File: config.mk
export PLATFORM = sky130hd
export DESIGN_NAME = lin_tx_guard
export DESIGN_NICKNAME = d
export VERILOG_FILES = /design/src/rtl/lin_guard_pkg.sv /design/src/rtl/lin_guard_sync.sv /design/src/rtl/lin_guard_lv.sv /design/src/rtl/lin_guard_stuck.sv /design/src/rtl/lin_tx_guard.sv
export SDC_FILE = /design/constraint.sdc
export NUM_CORES = 1
export LEC_CHECK = 0
export ABC_AREA = 1
export ABC_CLOCK_PERIOD_IN_PS = 2700
export BUFFER_PORTS_ARGS = -buffer_cell sky130_fd_sc_hd__buf_2
export CAP_MARGIN = 20
export CELL_PAD_IN_SITES_DETAIL_PLACEMENT = 1
export CELL_PAD_IN_SITES_GLOBAL_PLACEMENT = 1
export CORE_MARGIN = 2
export CORE_UTILIZATION = 43
export DETAILED_ROUTE_END_ITERATION = 8
export PLACE_DENSITY_LB_ADDON = 0.12
export SKIP_CTS_REPAIR_TIMING = 1
export SLEW_MARGIN = 10
export SYNTH_ARGS = -nofsm -noshare
export SYNTH_HDL_FRONTEND = slang
export SYNTH_SLANG_ARGS = --single-unit
File: constraint.sdc
create_clock -name clk -period 2.7 [get_ports clk]
set_input_delay 0 -clock clk [delete_from_list [all_inputs] [get_ports clk]]
set_output_delay 0 -clock clk [all_outputs]
set_load 0.02 [all_outputs]
File: src/rtl/lin_guard_pkg.sv
package lin_guard_pkg;

    // Synchronized line bundle
    typedef struct packed {
        logic rxd;
        logic lv_irq;
        logic lv_flag;
    } line_t;

    localparam int LINE_W = $bits(line_t);

    // Idle values: bus recessive, supply good
    localparam line_t LINE_IDLE = '{rxd: 1'b1, lv_irq: 1'b0, lv_flag: 1'b0};

    typedef enum logic {
        LV_RUN  = 1'b0,
        LV_HOLD = 1'b1
    } lv_state_e;

    typedef enum logic {
        STK_OK    = 1'b0,
        STK_FAULT = 1'b1
    } stk_state_e;

    // Force recessive (1) whenever any blocking cause is active
    function automatic logic gate_txd(input logic req, input logic block);
        return req | block;
    endfunction

endpackage

File: src/rtl/lin_guard_sync.sv
module lin_guard_sync #(
    parameter int               WIDTH   = 1,
    parameter int               STAGES  = 2,
    parameter logic [WIDTH-1:0] RST_VAL = '0
) (
    input  logic             clk,
    input  logic             rst,
    input  logic [WIDTH-1:0] d,
    output logic [WIDTH-1:0] q
);
    logic [STAGES-1:0][WIDTH-1:0] chain;

    genvar s;
    generate
        for (s = 0; s < STAGES; s++) begin : g_stage
            if (s == 0) begin : g_first
                always_ff @(posedge clk) begin
                    if (rst) chain[0] <= RST_VAL;
                    else     chain[0] <= d;
                end
            end else begin : g_next
                always_ff @(posedge clk) begin
                    if (rst) chain[s] <= RST_VAL;
                    else     chain[s] <= chain[s-1];
                end
            end
        end
    endgenerate

    assign q = chain[STAGES-1];

endmodule

File: src/rtl/lin_guard_lv.sv
module lin_guard_lv (
    input  logic clk,
    input  logic rst,
    input  logic irq_s,
    input  logic flag_s,
    output logic inhibit
);
    import lin_guard_pkg::*;

    lv_state_e state_q, state_d;

    always_comb begin
        state_d = state_q;
        case (state_q)
            LV_RUN:  if (irq_s) state_d = LV_HOLD;
            LV_HOLD: if (!irq_s && !flag_s) state_d = LV_RUN;
            default: state_d = LV_RUN;
        endcase
    end

    always_ff @(posedge clk) begin
        if (rst) state_q <= LV_RUN;
        else     state_q <= state_d;
    end

    assign inhibit = (state_q == LV_HOLD);


    release_needs_recovery_chk: assert property (@(posedge clk) disable iff (rst)
        $fell(inhibit) |-> $past(!irq_s && !flag_s));


    flag_alone_no_set_chk: assert property (@(posedge clk) disable iff (rst)
        $rose(inhibit) |-> $past(irq_s));

endmodule

File: src/rtl/lin_guard_stuck.sv
module lin_guard_stuck #(
    parameter int STUCK_LIMIT = 1024
) (
    input  logic clk,
    input  logic rst,
    input  logic rxd_s,
    input  logic clr,
    output logic fault
);
    import lin_guard_pkg::*;

    localparam int                CNT_W   = $clog2(STUCK_LIMIT) + 1;
    localparam logic [CNT_W-1:0]  CNT_TOP = CNT_W'(STUCK_LIMIT - 1);

    logic [CNT_W-1:0] cnt_q;
    stk_state_e       state_q, state_d;
    logic             hit;

    // Dominant-time counter, restarts on recessive, saturates at the limit
    always_ff @(posedge clk) begin
        if (rst || rxd_s)        cnt_q <= '0;
        else if (cnt_q != CNT_TOP) cnt_q <= cnt_q + 1'b1;
    end

    assign hit = !rxd_s && (cnt_q == CNT_TOP);

    always_comb begin
        state_d = state_q;
        case (state_q)
            STK_OK:    if (hit) state_d = STK_FAULT;
            STK_FAULT: if (clr && rxd_s) state_d = STK_OK;
            default:   state_d = STK_OK;
        endcase
    end

    always_ff @(posedge clk) begin
        if (rst) state_q <= STK_OK;
        else     state_q <= state_d;
    end

    assign fault = (state_q == STK_FAULT);


    fault_needs_dominant_chk: assert property (@(posedge clk) disable iff (rst)
        $rose(fault) |-> $past(!rxd_s));


    clear_needs_recessive_chk: assert property (@(posedge clk) disable iff (rst)
        $fell(fault) |-> $past(clr && rxd_s));


    cnt_restart_chk: assert property (@(posedge clk) disable iff (rst)
        rxd_s |=> (cnt_q == '0));


    cnt_bound_chk: assert property (@(posedge clk) disable iff (rst)
        cnt_q <= CNT_TOP);

endmodule

File: src/rtl/lin_tx_guard.sv
module lin_tx_guard #(
    parameter int SYNC_STAGES = 2,
    parameter int STUCK_LIMIT = 1024
) (
    input  logic clk,
    input  logic rst,
    input  logic tx_req,
    input  logic rxd,
    input  logic lv_irq,
    input  logic lv_flag,
    input  logic fault_clr,
    output logic txd_out,
    output logic sleep_req,
    output logic lv_inhibit,
    output logic stuck_fault
);
    import lin_guard_pkg::*;

    line_t raw_lines, sync_lines;
    logic  inhibit_w, fault_w;

    assign raw_lines = '{rxd: rxd, lv_irq: lv_irq, lv_flag: lv_flag};

    lin_guard_sync #(
        .WIDTH  (LINE_W),
        .STAGES (SYNC_STAGES),
        .RST_VAL(LINE_IDLE)
    ) u_sync (
        .clk(clk),
        .rst(rst),
        .d  (raw_lines),
        .q  (sync_lines)
    );

    lin_guard_lv u_lv (
        .clk    (clk),
        .rst    (rst),
        .irq_s  (sync_lines.lv_irq),
        .flag_s (sync_lines.lv_flag),
        .inhibit(inhibit_w)
    );

    lin_guard_stuck #(
        .STUCK_LIMIT(STUCK_LIMIT)
    ) u_stuck (
        .clk  (clk),
        .rst  (rst),
        .rxd_s(sync_lines.rxd),
        .clr  (fault_clr),
        .fault(fault_w)
    );

    assign txd_out     = gate_txd(tx_req, rst | sync_lines.lv_irq | inhibit_w | fault_w);
    assign sleep_req   = fault_w;
    assign lv_inhibit  = inhibit_w;
    assign stuck_fault = fault_w;


    reset_recessive_chk: assert property (@(posedge clk)
        rst |-> txd_out);


    lv_blocks_tx_chk: assert property (@(posedge clk) disable iff (rst)
        (sync_lines.lv_irq || lv_inhibit) |-> txd_out);


    fault_holds_tx_chk: assert property (@(posedge clk) disable iff (rst)
        stuck_fault |-> (txd_out && sleep_req));


    fault_sticky_chk: assert property (@(posedge clk) disable iff (rst)
        (stuck_fault && !fault_clr) |=> stuck_fault);

endmodule

Word-level counts from Yosys, hierarchy flattened. Cells that the tools add are included.

Output and inout port bits: 4. Memories: 0. RAM bits: 0. Input port bits: 7. Latch bits: 0. Register bits: 19. Logic and storage cells: 27. Memory bits (read-only): 0.

Reduce and logical (&&, ||, !) cells: 7. Multiply operators: 0. Div/mod/pow operators: 0. Order comparisons: 0. Eq/ne operators: 2. Shift-type cells: 0. Multiplexer cells: 6. Bitwise gates (word level): 6. Add/subtract/negate cells: 1.

Operators with widths (number): 11-bit by 1-bit adder with 11-bit output, second input constant (1); 11-bit by 10-bit == test with 1-bit output, second input constant (1); 11-bit by 10-bit != test with 1-bit output, second input constant (1); 1-bit 2-to-1 mux (4); 1-bit OR (4); 1-bit case mux with 2 select lines (2); 1-bit logical AND (3); 1-bit zero test (3); 1-bit NOT (2); 1-bit logical OR (1).

Depth between registers and ports, before layout. Gate-level depths: netlist of the first run.

Depth after elaboration: 4. Depth in mapped cells: 8. Gate-level depth less buffers: 7.

Hierarchy. A second synthesis of the first run with hierarchy kept.

Cells, all modules: 119. Area total of the unflattened synthesis: 884.6 um^2.

Modules (own cells, without submodules): lin_guard_stuck (cells an instance 88, area each 633.1 um^2, sequential area each 240.2 um^2, times used 1); lin_guard_sync (cells an instance 22, area each 191.4 um^2, sequential area each 120.1 um^2, times used 1); lin_guard_lv (cells an instance 4, area each 36.3 um^2, sequential area each 20.0 um^2, times used 1); lin_tx_guard (cells an instance 5, area each 23.8 um^2, sequential area each 0.0 um^2, times used 1).

Worst setup path after synthesis of the first run. OpenSTA, ideal clock, no wires.

Kind: reg2reg. Start: register u_stuck.cnt_q[0]. End: register u_stuck.cnt_q[4]. Arrival: 1.179 ns. Setup time: 0.113 ns. Stages on the path, launching flop included: 8. Slack: 1.408 ns. Path buffers: 1. Period minus slack after synthesis: 1.292 ns. Cells stage by stage: dfxtp_1 ha_1 nand2_2 nor2_8 nand3_4 buf_6 a21oi_2 nor2_1.

Longest elaborated chain between the ends: 1. Elaborated cells on any way between the ends: 2.

RTL lines: start, declared (RTL line lin_guard_stuck.sv:15) `logic [CNT_W-1:0] cnt_q;`; start signal, assigned (RTL line lin_guard_stuck.sv:22) `else if (cnt_q != CNT_TOP) cnt_q <= cnt_q + 1'b1;`; 11-bit by 1-bit adder with 11-bit output or 11-bit by 10-bit != test with 1-bit output (tied branches) (RTL line lin_guard_stuck.sv:22).

Several ways; a longest one is shown, not always the timed one. A chain may end at the register's enable or synchronous reset.

Worst setup path in the final report of the first run.
Start: register u_stuck.cnt_q[0]. End: register u_stuck.cnt_q[0].

Same word-level chain as after synthesis.

==> results of run 1 <==
-- kinds of logic after synthesis --
family	Yosys count	share of synthesized area (%)
AND/OR/NAND/NOR	58	34.4
AO/OA/AOI/OAI	13	9.97
adder cells (fa/ha/maj)	1	1.40
flip-flops	19	42.7
buffers and inverters	22	10.5
XOR/XNOR	1	0.983
-- cells in the mapped netlist (all sizes together) --
| cell | count |
|---|---|
| a21oi | 7 |
| a31oi | 1 |
| buf | 2 |
| clkbuf | 1 |
| dfxtp | 19 |
| ha | 1 |
| inv | 19 |
| nand2 | 26 |
| nand3 | 10 |
| nand4 | 3 |
| nor2 | 17 |
| o211ai | 1 |
| o21ai | 3 |
| o21bai | 1 |
| or2 | 2 |
| xnor2 | 1 |
-- power groups by stage --
stage                     Sequential, uW  Combinational (uW)  Clock (uW)
final                                288                22.2         150
after global routing                 288                25.5         163
after CTS                            288                18.9         159
after detailed placement             294                18.8           0
after global placement               294                18.0           0
after floorplan                      294                11.1           0
-- layout by cell type (no fill, tap or decap) --
| master | Yosys | layout |
|---|---|---|
| nand2_1 | 25 | 25 |
| dfxtp_1 | 19 | 19 |
| inv_1 | 18 | 18 |
| nor2_1 | 13 | 13 |
| buf_2 | 0 | 10 |
| nand3_1 | 6 | 6 |
| a21oi_1 | 4 | 4 |
| o21ai_0 | 3 | 3 |
| a21oi_2 | 3 | 3 |
| nand4_1 | 3 | 3 |
| nand3_2 | 3 | 3 |
| clkbuf_4 | 0 | 3 |
| dlygate4sd3_1 | 0 | 3 |
| nor2_4 | 2 | 2 |
| or2_2 | 2 | 2 |
| nor2_2 | 1 | 1 |
| inv_2 | 1 | 1 |
| nand2_2 | 1 | 1 |
| nor2_8 | 1 | 1 |
| nand3_4 | 1 | 1 |
| o21bai_1 | 1 | 1 |
| a31oi_2 | 1 | 1 |
| xnor2_1 | 1 | 1 |
| o211ai_1 | 1 | 1 |
| ha_1 | 1 | 1 |
| clkinv_2 | 0 | 1 |
-- layout make-up --
cell class / instances / area (um^2)
flip-flops and latches: 19 / 380
clock buffers: 3 / 22.5
multi-input cells: 73 / 417
fillers: 275 / 952
repair buffers: 13 / 80.1
well taps: 27 / 33.8
inverters: 19 / 71.3
clock inverters: 1 / 5.00
-- registers in the layout, summed over array words and instances (netlist names) --
name / count
u_stuck.fault: 1
u_sync.chain: 3
u_lv.inhibit: 1
u_sync.q: 3
u_stuck.cnt_q: 11
-- critical path, stage by stage (launching register included) --
cell and delay, ns:
dfxtp_1 0.43, ha_1 0.24, nand2_2 0.12, nor2_8 0.16, nand3_4 0.19, nand2_1 0.13
nand2_1 0.07, nor2_1 0.09
-- stage by stage --
stage / hold WS, ns / total power, uW / utilization (%) / setup WS (ns)
after floorplan: 0.104 / 305 / - / 1.41
after global placement: 0.185 / 312 / 48.5 / 1.36
after detailed placement: 0.186 / 313 / 48.5 / 1.26
after CTS: -0.144 / 465 / 49.9 / 1.21
after global routing: 0.00446 / 477 / 51.5 / 1.10
final: -0.0156 / 460 / 51.5 / 1.23
-- layer usage --
layer	up-vias	wire length (um)
met5	-	0
met4	0	13
met3	2	68
met2	12	1000
met1	358	859
li1	383	-
-- path summary, 6_finish.rpt --
kind,start,endpoint,slack (ns),cells after the start
worst max-delay path,u_stuck.cnt_q[0],u_stuck.cnt_q[0],1.23,7
worst min-delay path,fault_clr,u_stuck.fault,-0.02,4
worst max register to register,u_stuck.cnt_q[0],u_stuck.cnt_q[0],1.23,7
worst min register to register,u_sync.chain[0],u_sync.q[0],0.42,2
==> results.py, run 1 <==
metrics = {
    "global_routing": {
        "groute.usage.overall_pct": 17.5,
        "grt-ovfl-total": 0,
        "grt_use_met3_pct": 4.85,
        "busiest_layer": "met2",
        "met2_usage_pct": 29.3,
        "antenna_found_initial": 0,
        "grt_pass1_vias": 747,
        "grtUsageMet1_pct": 20.9,
        "grt_max_degree": 13,
        "grt_pass1_wl_um": 3200,
    },
    "cts": {
        "htree_levels": 1,
        "path_clk_slew_ns": 0.11,
        "cts_made_buffers": 3,
        "clockBufferDepth": 2,
        "root_buffer": "clkbuf_4",
        "clk-insertion-delay-late_ns": 0.30,
        "cts.sinks": 19,
        "cts_tree": "done",
    },
    "detailed_routing": {
        "vias_per_cell": 4.87,
        "drc": 0,
        "antenna_left": 0,
        "wl_per_cell_um": 12.5,
        "drtPass1Iterations": 4,
        "vias": 755,
        "drtIter0Drc": 9,
        "wl_um": 1950,
    },
    "logic_synthesis": {
        "synthesis.nets": 122,
        "yosysWarnings": 0,
        "synth_seq_area_share_pct": 42.7,
        "ys_ff_latch": 19,
        "syn_avg_cell_area_um2": 7.81,
        "ys_top_cells_by_area": "dfxtp_1, nand2_1, inv_1, nor2_1, nand3_1",
        "yosysTopAreaCellShare_pct": 42.7,
        "synth.distinct_cells": 25,
        "syn_area_um2": 891,
        "yosysTopAreaCell": "dfxtp_1",
        "syn_inst": 114,
    },
    "hold_path": {
        "hold_class": "in2reg",
    },
    "timing": {
        "rsz0062_at_grt": "false",
        "setup-tns-final_ns": 0,
        "fmax_ghz": 0.679,
        "finalSetupViolCount": 0,
        "finalHoldViolations": 4,
        "period_share_pct": 54.6,
        "worst_slew_pin_slew_ns": 0.232,
        "relSlewSlack_pct": 84.4,
        "finalClockSkew_ns": 0.00360,
        "drv_slew": 0,
        "layout_min_cycle_time_ns": 1.47,
        "worst_hold_slack_ns": -0.0156,
    },
    "setup_path": {
        "start_kind": "register",
        "worstPathArrival_ns": 1.73,
        "crit_fanout": 12,
        "critical_path_class": "reg2reg",
        "end_kind": "register",
        "worstPathRequired_ns": 2.95,
    },
    "power_and_ir_drop": {
        "p_int_uw": 351,
        "seq_power_share_pct": 62.5,
        "power.density_mw_per_mm2": 456,
        "comb_power_share_pct": 4.8,
        "p_clk_share_pct": 32.7,
        "p_leak_uw": 0.000462,
        "p_sw_uw": 109,
        "switching_share_pct": 23.7,
        "vdd_ir_drop_max_uv": 279,
    },
    "floorplan": {
        "die_w_um": 49.5,
        "io_pins": 11,
        "num_rows": 16,
        "die_h_um": 49.5,
        "start_util_pct": 45.4,
        "core_area_mm2": 0.00196,
        "die-area_mm2": 0.00245,
    },
    "final_layout": {
        "drive_above_1_share_pct": 23.4,
        "nets": 137,
        "stdcell_count": 155,
        "syn2layout_area_growth_pct": 13.3,
        "n_antenna_cell": 0,
        "fin_area_mm2": 0.00101,
    },
    "placed_design": {
        "gp_congestion": 0.773,
        "hpwl_um": 1490,
        "placed_cell_area_um2": 952,
        "dp.cells": 148,
        "port_buffers": 10,
    },
    "flow_run": {
        "drv_cap": 0,
    },
    "outcome": {
        "violations": "negative hold slack",
        "status": "complete, but fails checks",
    },
}
Power figures use the tool's default switching activity.
==> run 2: changes to the inputs <==
ABC_CLOCK_PERIOD_IN_PS = 1380   (was 2700)
CORE_UTILIZATION = 40   (was 43)
clock period = 1.38 ns   (was 2.7 ns; I/O delays follow)
==> results.py, run 2 (synthesis results as in run 1) <==
metrics = {
    "final_layout": {
        "nets": 142,
        "stdcell_count": 161,
        "layout_common_cells": "nand2_1, inv_1, dfxtp_1",
        "drive_above_1_share_pct": 28.6,
        "largest_reg_flops": 11,
        "layout_commonest_cell": "nand2_1",
        "top_register": "u_stuck.cnt_q",
        "syn2layout_area_growth_pct": 20.5,
        "n_antenna_cell": 0,
    },
    "setup_path": {
        "start_kind": "register",
        "end_kind": "register",
        "crit_fanout": 6,
        "timing.rr.start": "u_stuck.cnt_q[0]",
        "critical_path_class": "reg2reg",
        "worstReg2RegEnd": "u_stuck.cnt_q[10]",
        "cp-startpoint": "u_stuck.cnt_q[0]",
        "rrSetupSlack_ns": 0.14,
        "worstPathRequired_ns": 1.58,
        "worstPathArrival_ns": 1.44,
        "rr_worst_depth": 6,
        "crit_end": "u_stuck.cnt_q[10]",
    },
    "detailed_routing": {
        "met2_length_um": 871,
        "m1WireLength_um": 922,
        "vias": 746,
        "antenna_left": 0,
        "top_layer": "met4",
        "wl_per_cell_um": 11.6,
        "dr_wl_met3_um": 33,
        "drc": 0,
        "vias_per_cell": 4.63,
        "drtIter0Drc": 11,
        "drtPass1Iterations": 3,
        "wl_um": 1860,
    },
    "global_routing": {
        "grt_max_degree": 13,
        "grt-ovfl-total": 0,
        "antenna_found_initial": 0,
        "grt_pass1_wl_um": 3220,
        "groute.usage.overall_pct": 16.5,
        "grt_pass1_vias": 762,
    },
    "floorplan": {
        "core_area_mm2": 0.00215,
        "die-area_mm2": 0.00262,
        "die_h_um": 51.2,
        "io_pins": 11,
        "die_w_um": 51.2,
        "start_util_pct": 41.5,
        "num_rows": 17,
    },
    "power_and_ir_drop": {
        "power.density_mw_per_mm2": 831,
        "vdd_ir_drop_max_uv": 449,
        "p_leak_uw": 0.000482,
        "power.total_uw": 892,
    },
    "timing": {
        "worst_hold_slack_ns": -0.00608,
        "layout_min_cycle_time_ns": 1.24,
        "finalHoldViolations": 3,
        "worst_slew_pin_slew_ns": 0.284,
        "finalSetupViolCount": 0,
        "setup-tns-final_ns": 0,
        "rsz0062_at_grt": "false",
        "fmax_ghz": 0.807,
        "drv_slew": 0,
        "finalClockSkew_ns": 0.00110,
        "period_share_pct": 89.8,
        "relSlewSlack_pct": 81.0,
    },
    "cts": {
        "cts_made_buffers": 3,
        "clk-insertion-delay-late_ns": 0.30,
        "cts_tree": "done",
        "clockBufferDepth": 2,
        "cts.sinks": 19,
        "root_buffer": "clkbuf_4",
        "path_clk_slew_ns": 0.11,
        "htree_levels": 1,
    },
    "flow_run": {
        "drv_cap": 0,
    },
    "outcome": {
        "status": "complete, but fails checks",
        "violations": "negative hold slack",
    },
    "placed_design": {
        "gp_congestion": 0.751,
        "port_buffers": 10,
        "dp.cells": 152,
        "hpwl_um": 1380,
    },
    "hold_path": {
        "holdCritStartpoint": "rst",
        "hold_class": "in2reg",
    },
}
-- run 2: critical path, cell delays in order, from the launching register on --
cell,delay [ns]
dfxtp_2,0.37
ha_4,0.15
nand2_2,0.09
nor2_8,0.19
nand2_1,0.09
o211ai_1,0.20
inv_1,0.05
-- run 2: cell type report --
type | count | area, um^2
timing repair buffer | 17 | 110
tap | 28 | 35.0
multi-input combinational | 74 | 447
clock inverter | 1 | 5.00
clock buffer | 3 | 22.5
inverter | 19 | 71.3
fill | 284 | 1070
sequential | 19 | 383
-- run 2: worst min-delay path by stage --
stage                                 end  slack (ns)  cells past startpoint
final                         u_sync.q[0]      -0.006                      2
after global routing         u_lv.inhibit        0.01                      2
after CTS                 u_sync.chain[2]       -0.14                      2
after detailed placement  u_sync.chain[2]        0.19                      2
after global placement    u_sync.chain[2]        0.18                      2
after floorplan           u_sync.chain[2]        0.10                      1
-- run 2: through the flow --
step           worst slack, ns  util, %  cell area (um^2)
2_1_floorplan           0.0879        -               891
3_3_place_gp             0.106     45.4               976
3_5_place_dp            0.0457     45.4               976
4_1_cts                 0.0250     46.7              1000
5_1_grt                 0.0447     50.0              1070
6_report                 0.141     50.0              1070
-- run 2: routing by layer --
layer  vias up  global-route usage (%)
li1        397                       -
met1       338                    20.1
met2         7                    27.5
met3         4                    2.63
met4         0                    9.46
met5         -                       0
-- run 2: power breakdown --
part	switching, uW	internal [uW]	leakage [uW]	total [uW]
clock	176	108	0.0000177	284
sequential	4.49	558	0.000156	563
combinational	22.9	22.4	0.000309	45.4
total	203	689	0.000482	892
==> run 3: changes to the inputs <==
CELL_PAD_IN_SITES_DETAIL_PLACEMENT = default   (was 1)
CELL_PAD_IN_SITES_GLOBAL_PLACEMENT = default   (was 1)
CORE_UTILIZATION = 54   (was 40)
==> results.py, run 3 (synthesis results as in run 1) <==
metrics = {
    "outcome": {
        "status": "finished clean",
    },
    "final_layout": {
        "regArea_um2": 382,
        "fin_area_mm2": 0.00104,
        "top_register": "u_stuck.cnt_q",
        "drive_above_1_share_pct": 25.6,
        "final_util_pct": 68.6,
        "layout_common_cells": "nand2_1, inv_1, dfxtp_1",
        "n_antenna_cell": 0,
        "fill_cells": 138,
        "nets": 142,
        "largest_reg_flops": 11,
        "layout_commonest_cell": "nand2_1",
        "syn2layout_area_growth_pct": 17.3,
        "multi_input_area_um2": 427,
    },
    "detailed_routing": {
        "vias_per_cell": 5.03,
        "drtIter0Drc": 11,
        "drc": 0,
        "vias": 750,
        "wl_per_cell_um": 11.7,
        "wl_um": 1740,
        "drtPass1Iterations": 4,
        "antenna_left": 0,
    },
    "timing": {
        "fmax_ghz": 0.740,
        "finalClockSkew_ns": 0.00431,
        "relSlewSlack_pct": 83.1,
        "drv_slew": 0,
        "layout_min_cycle_time_ns": 1.35,
        "worst_slew_pin_slew_ns": 0.252,
        "finalHoldViolations": 0,
        "finalSetupViolCount": 0,
        "period_share_pct": 97.9,
    },
    "cts": {
        "htree_levels": 1,
        "path_clk_slew_ns": 0.11,
        "root_buffer": "clkbuf_4",
        "clk-insertion-delay-late_ns": 0.30,
        "clockBufferDepth": 2,
        "cts_tree": "done",
        "cts_made_buffers": 3,
        "cts.sinks": 19,
    },
    "power_and_ir_drop": {
        "vdd_ir_drop_max_uv": 678,
        "switching_share_pct": 22.5,
        "seq_power_share_pct": 63.0,
        "comb_power_share_pct": 5.4,
        "p_sw_uw": 201,
        "p_clk_share_pct": 31.6,
        "power.density_mw_per_mm2": 856,
        "p_leak_uw": 0.000478,
        "p_int_uw": 693,
    },
    "setup_path": {
        "crit_fanout": 6,
        "critical_path_class": "reg2reg",
        "worstPathRequired_ns": 1.57,
        "worstPathBufferInverterCount": 0,
        "crit_end": "u_stuck.cnt_q[1]",
        "worst_path_max_delay_cell": "dfxtp_2",
        "rr_worst_depth": 6,
        "critPathMaxStageDelay_ns": 0.38,
        "worstPathArrival_ns": 1.54,
        "rrSetupSlack_ns": 0.03,
        "path_depth": 6,
        "start_kind": "register",
        "worstReg2RegEnd": "u_stuck.cnt_q[1]",
        "cp-startpoint": "u_stuck.cnt_q[0]",
        "timing.rr.start": "u_stuck.cnt_q[0]",
        "end_kind": "register",
        "cp_top_family": "simple AND/OR/NAND/NOR gates",
        "cp_cell_sequence": "ha_1, nand2_2, nor2_8, nand3_2, nand2_1, a21oi_1",
    },
    "floorplan": {
        "die-area_mm2": 0.00199,
        "core_area_mm2": 0.00152,
        "die_w_um": 44.6,
        "die_h_um": 44.6,
        "num_rows": 14,
        "io_pins": 11,
        "start_util_pct": 58.5,
    },
    "global_routing": {
        "antenna_found_initial": 0,
        "grt_max_degree": 13,
        "grt-ovfl-total": 0,
        "groute.usage.overall_pct": 19.4,
        "grt_pass1_vias": 665,
        "grt_pass1_wl_um": 2760,
    },
    "placed_design": {
        "placed_cell_area_um2": 953,
        "port_buffers": 10,
        "hpwl_um": 1140,
        "gp_congestion": 0.801,
    },
    "hold_path": {
        "hold_class": "in2out",
    },
    "flow_run": {
        "drv_cap": 0,
    },
}
run 3: worst min path at each step:
stage | from | endpoint | slack, ns | cells after the start
after floorplan | rxd | u_sync.chain[2] | 0.10 | 1
after global placement | rxd | u_sync.chain[2] | 0.19 | 2
after detailed placement | rxd | u_sync.chain[2] | 0.18 | 2
after CTS | rxd | u_sync.chain[2] | -0.13 | 2
after global routing | tx_req | txd_out | 0.39 | 4
final | tx_req | txd_out | 0.34 | 4
run 3: cell type report:
type	instances	area share, %
well taps	16	1.92
inverters	19	6.83
clock inverters	1	0.719
repair buffers	17	11.0
clock buffers	3	2.16
flip-flops and latches	19	36.5
multi-input cells	74	40.8
run 3: worst min-delay path, cell delays in order:
cell	delay [ns]
buf_2	0.08
nor2_1	0.03
nand3_1	0.07
buf_2	0.16
run 3: routing by layer:
metal,up-vias,wire length [um],track usage [%]
met5,-,0,0
met4,0,13,7.27
met3,2,82,8.57
met2,18,873,29.9
met1,334,771,23.7
li1,396,-,-
run 3: metrics by stage:
step | worst slack, ns | setup TNS, ns | power, uW | cells | hold WS, ns
floorplan | 0.0879 | 0 | 597 | 114 | 0.104
global placement | 0.0743 | 0 | 610 | 139 | 0.186
detailed placement | 0.0265 | 0 | 612 | 139 | 0.185
CTS | 0.00484 | 0 | 892 | 143 | -0.133
global route | -0.0359 | -0.135 | 940 | 149 | 0.389
finish | 0.0294 | 0 | 894 | 149 | 0.344
run 3: power groups by stage:
stage	Sequential (uW)	Clock, uW	Combinational [uW]
3_5_place_dp	576	0	36.4
2_1_floorplan	575	0	21.6
3_3_place_gp	575	0	35.0
6_report	563	283	48.4
5_1_grt	564	323	52.9
4_1_cts	563	293	36.7
